[config.mk]
export PLATFORM = sky130hd
export DESIGN_NAME = cit_timer
export DESIGN_NICKNAME = d
export VERILOG_FILES = /design/src/rtl/cit_pkg.sv /design/src/rtl/cit_prescaler.sv /design/src/rtl/cit_counter.sv /design/src/rtl/cit_ctrl_regs.sv /design/src/rtl/cit_timer.sv
export SDC_FILE = /design/constraint.sdc
export NUM_CORES = 1
export LEC_CHECK = 0
export BUFFER_PORTS_ARGS = -buffer_cell sky130_fd_sc_hd__buf_2
export CAP_MARGIN = 15
export CORE_UTILIZATION = 45
export DETAILED_ROUTE_END_ITERATION = 10
export PLACE_DENSITY = 0.67
export SLEW_MARGIN = 20
export SYNTH_ARGS = -nofsm -noshare
export SYNTH_HDL_FRONTEND = slang
export SYNTH_SLANG_ARGS = --single-unit
export TNS_END_PERCENT = 10
[constraint.sdc]
create_clock -name clk -period 2.5 [get_ports clk]
set_clock_uncertainty 0.2 [all_clocks]
set_input_delay 0.125 -clock clk [delete_from_list [all_inputs] [get_ports clk]]
set_output_delay 0.125 -clock clk [all_outputs]
set_load 0.02 [all_outputs]
[src/rtl/cit_pkg.sv]
package cit_pkg;

    // Slow ticks per unit of the programmed period value.
    localparam int unsigned TICKS_PER_STEP = 2;

    // Decoded bus operation for one cycle; write takes priority.
    typedef enum logic [1:0] {
        BUS_IDLE  = 2'd0,
        BUS_WRITE = 2'd1,
        BUS_READ  = 2'd2
    } bus_op_e;

endpackage

[src/rtl/cit_prescaler.sv]
module cit_prescaler #(
    parameter int unsigned DIVIDE = 8
) (
    input  logic clk,
    input  logic rst_n,
    input  logic sync_clr,
    output logic tick
);

    localparam int unsigned PW = (DIVIDE > 1) ? $clog2(DIVIDE) : 1;
    localparam logic [PW-1:0] LAST = PW'(DIVIDE - 1);

    typedef struct packed {
        logic [PW-1:0] phase;
    } pre_s;

    pre_s s_d, s_q;

    always_comb begin
        s_d = s_q;
        if (sync_clr || (s_q.phase == LAST)) begin
            s_d.phase = '0;
        end else begin
            s_d.phase = s_q.phase + PW'(1);
        end
    end

    always_ff @(posedge clk) begin
        if (!rst_n) begin
            s_q <= '0;
        end else begin
            s_q <= s_d;
        end
    end

    assign tick = (s_q.phase == LAST);

    generate
        if (DIVIDE > 1) begin : g_gap_check
            AST_TICK_GAP: assert property (@(posedge clk) disable iff (!rst_n)
                tick |=> !tick);
            AST_CLR_NO_TICK: assert property (@(posedge clk) disable iff (!rst_n)
                sync_clr |=> !tick);
        end
    endgenerate

endmodule

[src/rtl/cit_counter.sv]
module cit_counter
    import cit_pkg::*;
#(
    parameter int unsigned PERIOD_W = 7
) (
    input  logic                clk,
    input  logic                rst_n,
    input  logic                tick,
    input  logic                load,
    input  logic [PERIOD_W-1:0] load_period,
    input  logic                enable,
    input  logic [PERIOD_W-1:0] period,
    output logic                expire
);

    localparam int unsigned CNT_W = PERIOD_W + $clog2(TICKS_PER_STEP);

    typedef struct packed {
        logic [CNT_W-1:0] remain;
    } cnt_s;

    cnt_s s_d, s_q;
    logic [CNT_W-1:0] reload_run;
    logic [CNT_W-1:0] reload_new;

    function automatic logic [CNT_W-1:0] reload_of(input logic [PERIOD_W-1:0] p);
        logic [CNT_W-1:0] steps;
        steps = CNT_W'(p) + CNT_W'(1);
        return CNT_W'(steps * CNT_W'(TICKS_PER_STEP)) - CNT_W'(1);
    endfunction

    always_comb begin
        reload_run = reload_of(period);
        reload_new = reload_of(load_period);
        s_d        = s_q;
        expire     = 1'b0;
        if (load) begin
            s_d.remain = reload_new;
        end else if (!enable) begin
            s_d.remain = reload_run;
        end else if (tick) begin
            if (s_q.remain == '0) begin
                expire     = 1'b1;
                s_d.remain = reload_run;
            end else begin
                s_d.remain = s_q.remain - CNT_W'(1);
            end
        end
    end

    always_ff @(posedge clk) begin
        if (!rst_n) begin
            s_q <= '0;
        end else begin
            s_q <= s_d;
        end
    end

    AST_QUIET_WHEN_OFF: assert property (@(posedge clk) disable iff (!rst_n)
        !enable |-> !expire);
    AST_EXPIRE_ON_TICK: assert property (@(posedge clk) disable iff (!rst_n)
        expire |-> tick);
    AST_LOAD_RESTARTS: assert property (@(posedge clk) disable iff (!rst_n)
        load |=> !expire);

endmodule

[src/rtl/cit_ctrl_regs.sv]
module cit_ctrl_regs
    import cit_pkg::*;
#(
    parameter int unsigned             ADDR_W    = 8,
    parameter int unsigned             DATA_W    = 8,
    parameter logic [ADDR_W-1:0]       CTRL_ADDR = ADDR_W'('hD6)
) (
    input  logic              clk,
    input  logic              rst_n,
    input  logic [ADDR_W-1:0] io_addr,
    input  logic [DATA_W-1:0] io_wdata,
    input  logic              io_wr,
    input  logic              io_rd,
    output logic [DATA_W-1:0] ctrl,
    output logic              wr_hit,
    output logic [DATA_W-1:0] io_rdata
);

    typedef struct packed {
        logic [DATA_W-1:0] ctrl;
        logic [DATA_W-1:0] rdata;
    } reg_s;

    reg_s    s_d, s_q;
    bus_op_e op;
    logic    sel;

    always_comb begin
        sel = (io_addr == CTRL_ADDR);
        if (io_wr) begin
            op = BUS_WRITE;
        end else if (io_rd) begin
            op = BUS_READ;
        end else begin
            op = BUS_IDLE;
        end
        wr_hit    = (op == BUS_WRITE) && sel;
        s_d       = s_q;
        s_d.rdata = '0;
        if (wr_hit) begin
            s_d.ctrl = io_wdata;
        end
        if ((op == BUS_READ) && sel) begin
            s_d.rdata = s_q.ctrl;
        end
    end

    always_ff @(posedge clk) begin
        if (!rst_n) begin
            s_q <= '0;
        end else begin
            s_q <= s_d;
        end
    end

    assign ctrl     = s_q.ctrl;
    assign io_rdata = s_q.rdata;

    AST_CTRL_KEPT: assert property (@(posedge clk) disable iff (!rst_n)
        !(io_wr && (io_addr == CTRL_ADDR)) |=> $stable(ctrl));
    AST_IDLE_READ_ZERO: assert property (@(posedge clk) disable iff (!rst_n)
        !io_rd |=> (io_rdata == '0));

endmodule

[src/rtl/cit_timer.sv]
module cit_timer
    import cit_pkg::*;
#(
    parameter int unsigned       ADDR_W    = 8,
    parameter int unsigned       DATA_W    = 8,
    parameter logic [ADDR_W-1:0] CTRL_ADDR = ADDR_W'('hD6),
    parameter int unsigned       PRESCALE  = 8
) (
    input  logic              clk,
    input  logic              rst_n,
    input  logic [ADDR_W-1:0] io_addr,
    input  logic [DATA_W-1:0] io_wdata,
    input  logic              io_wr,
    input  logic              io_rd,
    output logic [DATA_W-1:0] io_rdata,
    input  logic              irq_ack,
    output logic              irq
);

    localparam int unsigned PERIOD_W = DATA_W - 1;
    localparam int unsigned EN_BIT   = DATA_W - 1;

    typedef struct packed {
        logic req;
    } irq_s;

    irq_s              s_d, s_q;
    logic [DATA_W-1:0] ctrl;
    logic              wr_hit;
    logic              tick;
    logic              expire;

    cit_ctrl_regs #(
        .ADDR_W    (ADDR_W),
        .DATA_W    (DATA_W),
        .CTRL_ADDR (CTRL_ADDR)
    ) u_regs (
        .clk      (clk),
        .rst_n    (rst_n),
        .io_addr  (io_addr),
        .io_wdata (io_wdata),
        .io_wr    (io_wr),
        .io_rd    (io_rd),
        .ctrl     (ctrl),
        .wr_hit   (wr_hit),
        .io_rdata (io_rdata)
    );

    cit_prescaler #(
        .DIVIDE (PRESCALE)
    ) u_pre (
        .clk      (clk),
        .rst_n    (rst_n),
        .sync_clr (wr_hit),
        .tick     (tick)
    );

    cit_counter #(
        .PERIOD_W (PERIOD_W)
    ) u_cnt (
        .clk         (clk),
        .rst_n       (rst_n),
        .tick        (tick),
        .load        (wr_hit),
        .load_period (io_wdata[PERIOD_W-1:0]),
        .enable      (ctrl[EN_BIT]),
        .period      (ctrl[PERIOD_W-1:0]),
        .expire      (expire)
    );

    always_comb begin
        s_d = s_q;
        if (expire) begin
            s_d.req = 1'b1;
        end else if (irq_ack) begin
            s_d.req = 1'b0;
        end
    end

    always_ff @(posedge clk) begin
        if (!rst_n) begin
            s_q <= '0;
        end else begin
            s_q <= s_d;
        end
    end

    assign irq = s_q.req;

    AST_IRQ_HOLD: assert property (@(posedge clk) disable iff (!rst_n)
        (irq && !irq_ack) |=> irq);
    AST_ACK_DROPS: assert property (@(posedge clk) disable iff (!rst_n)
        (irq && irq_ack && !expire) |=> !irq);
    AST_EXPIRE_WINS: assert property (@(posedge clk) disable iff (!rst_n)
        (expire && irq_ack) |=> irq);
    AST_NO_SPONTANEOUS: assert property (@(posedge clk) disable iff (!rst_n)
        (!irq && !expire) |=> !irq);

endmodule

==> results.sh, run 1 <==
export IMPL_r2r_end="u_cnt.s_q[6]"
export IMPL_grt_max_degree=23
export IMPL_whs_path_depth=3
export IMPL_reg2reg_depth=6
export IMPL_yosysTopAreaCell="dfxtp_1"
export IMPL_pre_cts_slack_ns=0.200
export IMPL_critPathArrivalTime_ns=2.36
export IMPL_max_stage_delay_ns=0.45
export IMPL_synth_cell_types=52
export IMPL_crit_path_top_delay_cell="or4_1"
export IMPL_regArea_sq_um=562
export IMPL_grt_pass1_vias=1338
export IMPL_rrSetupSlack_ns=0.17
export IMPL_insertion_delay_ns=0.28
export IMPL_area_delta_synth_final_pct=19.6
export IMPL_path_clk_slew_ns=0.10
export IMPL_maxCapViolCount=0
export IMPL_synthArstFlopShare=0
export IMPL_post_route_period_util=0.932
export IMPL_cts_buffer_depth=2
export IMPL_start_util=0.487
export IMPL_io_pin_count=30
export IMPL_die_area_sq_um=3970
export IMPL_crit_path_start_kind="flop"
export IMPL_cp_end_kind="flop"
export IMPL_track_usage=0.206
export IMPL_final_nets=268
export IMPL_synthFlopType="dfxtp_1"
export IMPL_vias=1581
export IMPL_ys_ff_latch=28
export IMPL_finalCriticalPeriod_ns=2.33
export IMPL_cts_made_buffers=3
export IMPL_fillers=323
export IMPL_status="finished, final reports clean"
export IMPL_peakVddDrop_mv=0.260
export IMPL_wirelength_um=3810
export IMPL_whs_ns=0.0181
export IMPL_synth_edf_count=0
export IMPL_path_cells="ha_1 > or3b_1 > or4_1 > a31o_1 > nand3_1 > o2111a_1"
export IMPL_cp_buffers_inverters=0
export IMPL_synthCells=204
export IMPL_slew_headroom=0.567
export IMPL_coreArea_sq_um=3440
export IMPL_netlist_top_cells_area="dfxtp_1 (33%), nand2_1 (6.7%), a21oi_1 (5.1%)"
export IMPL_slew_violations=0
export IMPL_cts_tree="built"
export IMPL_synth_avg_cell_area_sq_um=8.22
export IMPL_min_path_type="input pin to flop"
export IMPL_grt_remaining_overflow=0
export IMPL_synth_seq_area_share=0.334
export IMPL_grt_first_pass_wirelength_um=6340
export IMPL_rr_startpoint="u_regs.ctrl[1]"
export IMPL_worstPathRequired_ns=2.53
export IMPL_drt_iter0_drc=64
export IMPL_yosysMostFrequentCell="nand2_1"
export IMPL_min_from="io_wdata[2]"
export IMPL_synth_top_area_share=0.334
export IMPL_drcViolationCount=0
export IMPL_antenna_found_initial=0
export IMPL_firstDrtPassIters=4
export IMPL_fin_ws_ns=0.170
export IMPL_vias_per_cell=5.53
export IMPL_ys_warn_count=0
export IMPL_n_antenna_cell=0
export IMPL_die_w_um=63.0
export IMPL_critical_path_class="flop to flop"
export IMPL_drive_gt1_frac=0.196
export IMPL_power_mw=0.905
export IMPL_worst_path_stages=6
export IMPL_finalNonFillerCells=286
export IMPL_multiInputGateArea_sq_um=1010
export IMPL_synth_area_sq_um=1680
export IMPL_yosys_top_cells_count="nand2_1 (30), dfxtp_1 (28), a21oi_1 (17), and2_1 (11), nand3_1 (9)"
export IMPL_fin_util=0.582
export IMPL_placed_area_sq_um=1840
export IMPL_cpLargestDelayFamily="simple AND/OR/NAND/NOR gates"
export IMPL_numPortBuffers=29
export IMPL_rsz0062_at_grt="no"
export IMPL_gp_routability_congestion=0.867
export IMPL_routedWlPerCell_um=13.3
export IMPL_p_leak_nw=0.839
export IMPL_fmax_mhz=429
export IMPL_whs_endpoint="u_regs.ctrl[2]"
export IMPL_tightest_slew_ns=0.649
export IMPL_clock_sinks=28
export IMPL_ant_nets=0
export IMPL_hold_violations=0
export IMPL_fin_setup_tns_ns=0
export IMPL_critical_path_max_fanout=8
export IMPL_syn_num_nets=231
export IMPL_root_buffer="clkbuf_8"
export IMPL_rows=21
export IMPL_place_hpwl_um=2630
export IMPL_dp_cells=273
export IMPL_setup_viol=0
export IMPL_h_tree_depth=1
export IMPL_power_density_nw_per_um2=452
export IMPL_die_height_um=63.0
export IMPL_fin_area_sq_um=2000
==> kinds of logic after synthesis <==
group           count (synthesis)  synth area share
fa+ha+maj                       6            0.0448
xor+xnor                        9            0.0470
mux                             1           0.00895
compound gates                 53             0.222
buf+inv                        18            0.0604
simple gates                   89             0.283
flops                          28             0.334
==> worst max-delay path by stage <==
stage                    from  slack (ns)           end
2_1_floorplan  u_regs.ctrl[1]        0.32  u_cnt.s_q[6]
3_3_place_gp   u_regs.ctrl[1]        0.26  u_cnt.s_q[6]
3_5_place_dp   u_regs.ctrl[1]        0.20  u_cnt.s_q[6]
4_1_cts        u_regs.ctrl[1]        0.12  u_cnt.s_q[6]
5_1_grt        u_regs.ctrl[1]        0.07  u_cnt.s_q[6]
6_report       u_regs.ctrl[1]        0.17  u_cnt.s_q[6]
==> power by group <==
group          total, mW  switching, mW  internal (mW)
registers          0.454        0.00321          0.451
clock network      0.363          0.148          0.215
logic             0.0880         0.0440         0.0440
total              0.905          0.195          0.710
==> worst reg2reg max path, cell delays in order (launching register included) <==
cell and delay, ns:
dfxtp_2 0.37, ha_1 0.35, or3b_1 0.39, or4_1 0.45, a31o_1 0.24, nand3_1 0.09
o2111a_1 0.19
==> per-layer routing <==
metal / GRT usage / vias to the layer above / part of all wire
met3: 0.0292 / 4 / 0.032
met5: 0 / - / 0
met1: 0.280 / 726 / 0.50
met4: 0.0930 / 0 / 0.012
met2: 0.319 / 45 / 0.46
li1: - / 806 / -
==> cell type report <==
type / count / area share
clock buffer: 3 / 0.0206
inverter: 7 / 0.0131
clock inverter: 1 / 0.0150
multi-input combinational: 158 / 0.506
timing repair buffer: 43 / 0.136
tap: 46 / 0.0287
sequential: 28 / 0.280
==> timing repair <==
action / in CTS / in global routing
setup endpoints to repair: 0 / 1
buffers inserted: 0 / 0
hold endpoints to repair: 13 / 0
gates resized for setup: 0 / 1
hold buffers: 9 / 0
==> state kept, by name, summed over array words and instances (netlist names) <==
register         count
u_pre.s_q            3
u_regs.ctrl          8
u_cnt.s_q            8
u_regs.io_rdata      8
irq                  1
==> layout by cell type, fill, tap and decap left out, types with 3 or more instances in the layout <==
| cell type | instances |
|---|---|
| nand4_1 | 3 |
| inv_1 | 7 |
| xor2_1 | 5 |
| a211oi_1 | 3 |
| and2_1 | 11 |
| nor2_1 | 6 |
| nand2_1 | 30 |
| clkbuf_8 | 3 |
| dlygate4sd3_1 | 9 |
| a31oi_1 | 4 |
| dfxtp_1 | 27 |
| and3_1 | 3 |
| xnor2_1 | 4 |
| a21oi_1 | 17 |
| nor3_1 | 5 |
| o41ai_1 | 3 |
| o21ai_0 | 5 |
| buf_2 | 29 |
| buf_4 | 5 |
| nand3_1 | 9 |
| ha_1 | 6 |
No activity file was read; power rests on OpenSTA's default activity.
==> run 2: changes to the inputs <==
--- a/config.mk
+++ b/config.mk
@@ -8,6 +8,7 @@
 export BUFFER_PORTS_ARGS = -buffer_cell sky130_fd_sc_hd__buf_2
 export CAP_MARGIN = 15
 export CORE_UTILIZATION = 45
+export CTS_CLUSTER_DIAMETER = 100
 export DETAILED_ROUTE_END_ITERATION = 10
 export PLACE_DENSITY = 0.67
 export SLEW_MARGIN = 20
==> constraint.sdc (replaced) <==
create_clock -name clk -period 2.5 [get_ports clk]
set_clock_uncertainty 0.2 [all_clocks]
set_input_delay 0 -clock clk [delete_from_list [all_inputs] [get_ports clk]]
set_output_delay 0 -clock clk [all_outputs]
set_load 0.02 [all_outputs]
==> results.sh, run 2 (same netlist as run 1, synthesis figures left out) <==
export IMPL_tightest_slew_ns=0.587
export IMPL_io_pin_count=30
export IMPL_p_leak_nw=0.837
export IMPL_critical_path_class="flop to flop"
export IMPL_rows=21
export IMPL_h_tree_depth=1
export IMPL_numPortBuffers=29
export IMPL_crit_path_start_kind="flop"
export IMPL_drt_iter0_drc=56
export IMPL_met3_usage=0.0182
export IMPL_peakVddDrop_mv=0.265
export IMPL_coreArea_sq_um=3440
export IMPL_root_buffer="clkbuf_8"
export IMPL_placed_area_sq_um=1830
export IMPL_regArea_sq_um=561
export IMPL_cts_tree="built"
export IMPL_fmax_mhz=427
export IMPL_mostFrequentLayoutCells="nand2_1 (30), buf_2 (29), dfxtp_1 (28), a21oi_1 (17), and2_1 (11)"
export IMPL_fin_setup_tns_ns=0
export IMPL_startpoint="u_regs.ctrl[1]"
export IMPL_place_hpwl_um=2680
export IMPL_final_nets=268
export IMPL_layout_commonest_cell="nand2_1"
export IMPL_antenna_found_initial=0
export IMPL_power_density_nw_per_um2=451
export IMPL_die_w_um=63.0
export IMPL_insertion_delay_ns=0.28
export IMPL_min_path_type="input pin to flop"
export IMPL_worstPathRequired_ns=2.53
export IMPL_critPathArrivalTime_ns=2.37
export IMPL_grt_remaining_overflow=0
export IMPL_ant_nets=0
export IMPL_fin_util=0.583
export IMPL_status="finished, final reports clean"
export IMPL_gp_routability_congestion=0.859
export IMPL_grt_busiest_layer="met2"
export IMPL_grt_first_pass_wirelength_um=6330
export IMPL_clock_sinks=28
export IMPL_fillers=331
export IMPL_r2r_end="u_cnt.s_q[6]"
export IMPL_firstDrtPassIters=4
export IMPL_drcViolationCount=0
export IMPL_fin_area_sq_um=2010
export IMPL_hold_violations=0
export IMPL_post_route_period_util=0.937
export IMPL_slew_headroom=0.608
export IMPL_routedWlPerCell_um=13.4
export IMPL_start_util=0.487
export IMPL_cts_buffer_depth=2
export IMPL_finalCriticalPeriod_ns=2.34
export IMPL_rr_startpoint="u_regs.ctrl[1]"
export IMPL_multiInputGateArea_sq_um=1010
export IMPL_post_cts_buffers=0
export IMPL_track_usage=0.204
export IMPL_n_antenna_cell=0
export IMPL_maxCapViolCount=0
export IMPL_cp_end_kind="flop"
export IMPL_holdBufCountCts=10
export IMPL_crit_path_end="u_cnt.s_q[6]"
export IMPL_vias=1587
export IMPL_grt_met1_usage=0.281
export IMPL_drive_gt1_frac=0.188
export IMPL_reg2reg_depth=6
export IMPL_cts_made_buffers=3
export IMPL_cts_resized=0
export IMPL_setup_viol=0
export IMPL_vias_per_cell=5.55
export IMPL_die_height_um=63.0
export IMPL_slew_violations=0
export IMPL_rsz0062_at_grt="no"
export IMPL_critical_path_max_fanout=8
export IMPL_path_clk_slew_ns=0.10
export IMPL_grt_max_degree=23
export IMPL_met2_usage=0.317
export IMPL_die_area_sq_um=3970
export IMPL_wirelength_um=3820
export IMPL_grt_pass1_vias=1352
export IMPL_area_delta_synth_final_pct=19.6
export IMPL_rrSetupSlack_ns=0.16
[run 2: changes by cell type in the layout (fill, tap and decap cells not counted), sizes merged]
cell and change:
buf -1, dlygate4sd3 +1
[run 2: cell type report]
type / instances / area share
multi-input cells: 158 / 0.506
flip-flops and latches: 28 / 0.279
repair buffers: 43 / 0.137
well taps: 46 / 0.0287
clock buffers: 3 / 0.0206
clock inverters: 1 / 0.0150
inverters: 7 / 0.0131
[run 2: per-layer routing]
layer	part of all wire	vias up
met1	0.49	723
met4	0.016	0
met3	0.040	5
met5	0	-
li1	-	807
met2	0.45	52
[run 2: per-stage QoR]
stage / total power [mW] / setup slack [ns] / hold slack [ns] / cells
floorplan: 0.509 / 0.322 / -0.0666 / 204
global placement: 0.540 / 0.258 / 0.0519 / 272
detailed placement: 0.541 / 0.189 / 0.0536 / 272
CTS: 0.909 / 0.163 / 0.0535 / 286
global route: 0.939 / 0.0197 / 0.106 / 286
finish: 0.904 / 0.158 / 0.0595 / 286
[run 2: worst max-delay path, cell delays in order, from the launching register on]
cell	delay, ns
dfxtp_1	0.45
ha_1	0.34
or3b_1	0.39
or4_1	0.44
a31o_1	0.22
nand3_1	0.08
o2111a_1	0.18
[run 2: worst min-delay path by stage]
| stage | startpoint | endpoint | slack [ns] | cells after the start |
|---|---|---|---|---|
| 2_1_floorplan | rst_n | u_cnt.s_q[1] | -0.07 | 1 |
| 3_3_place_gp | io_wdata[7] | u_regs.ctrl[7] | 0.05 | 3 |
| 3_5_place_dp | io_wdata[7] | u_regs.ctrl[7] | 0.05 | 3 |
| 4_1_cts | io_wr | u_cnt.s_q[0] | 0.05 | 4 |
| 5_1_grt | io_wr | u_regs.ctrl[6] | 0.11 | 5 |
| 6_report | io_wr | u_cnt.s_q[0] | 0.06 | 4 |
[run 2: report_power, final]
group	internal, mW	total [mW]	switching [mW]	leakage (nW)
logic	0.0451	0.0903	0.0452	0.575
clock network	0.215	0.359	0.144	0.0357
registers	0.451	0.454	0.00322	0.226
total	0.711	0.904	0.193	0.837
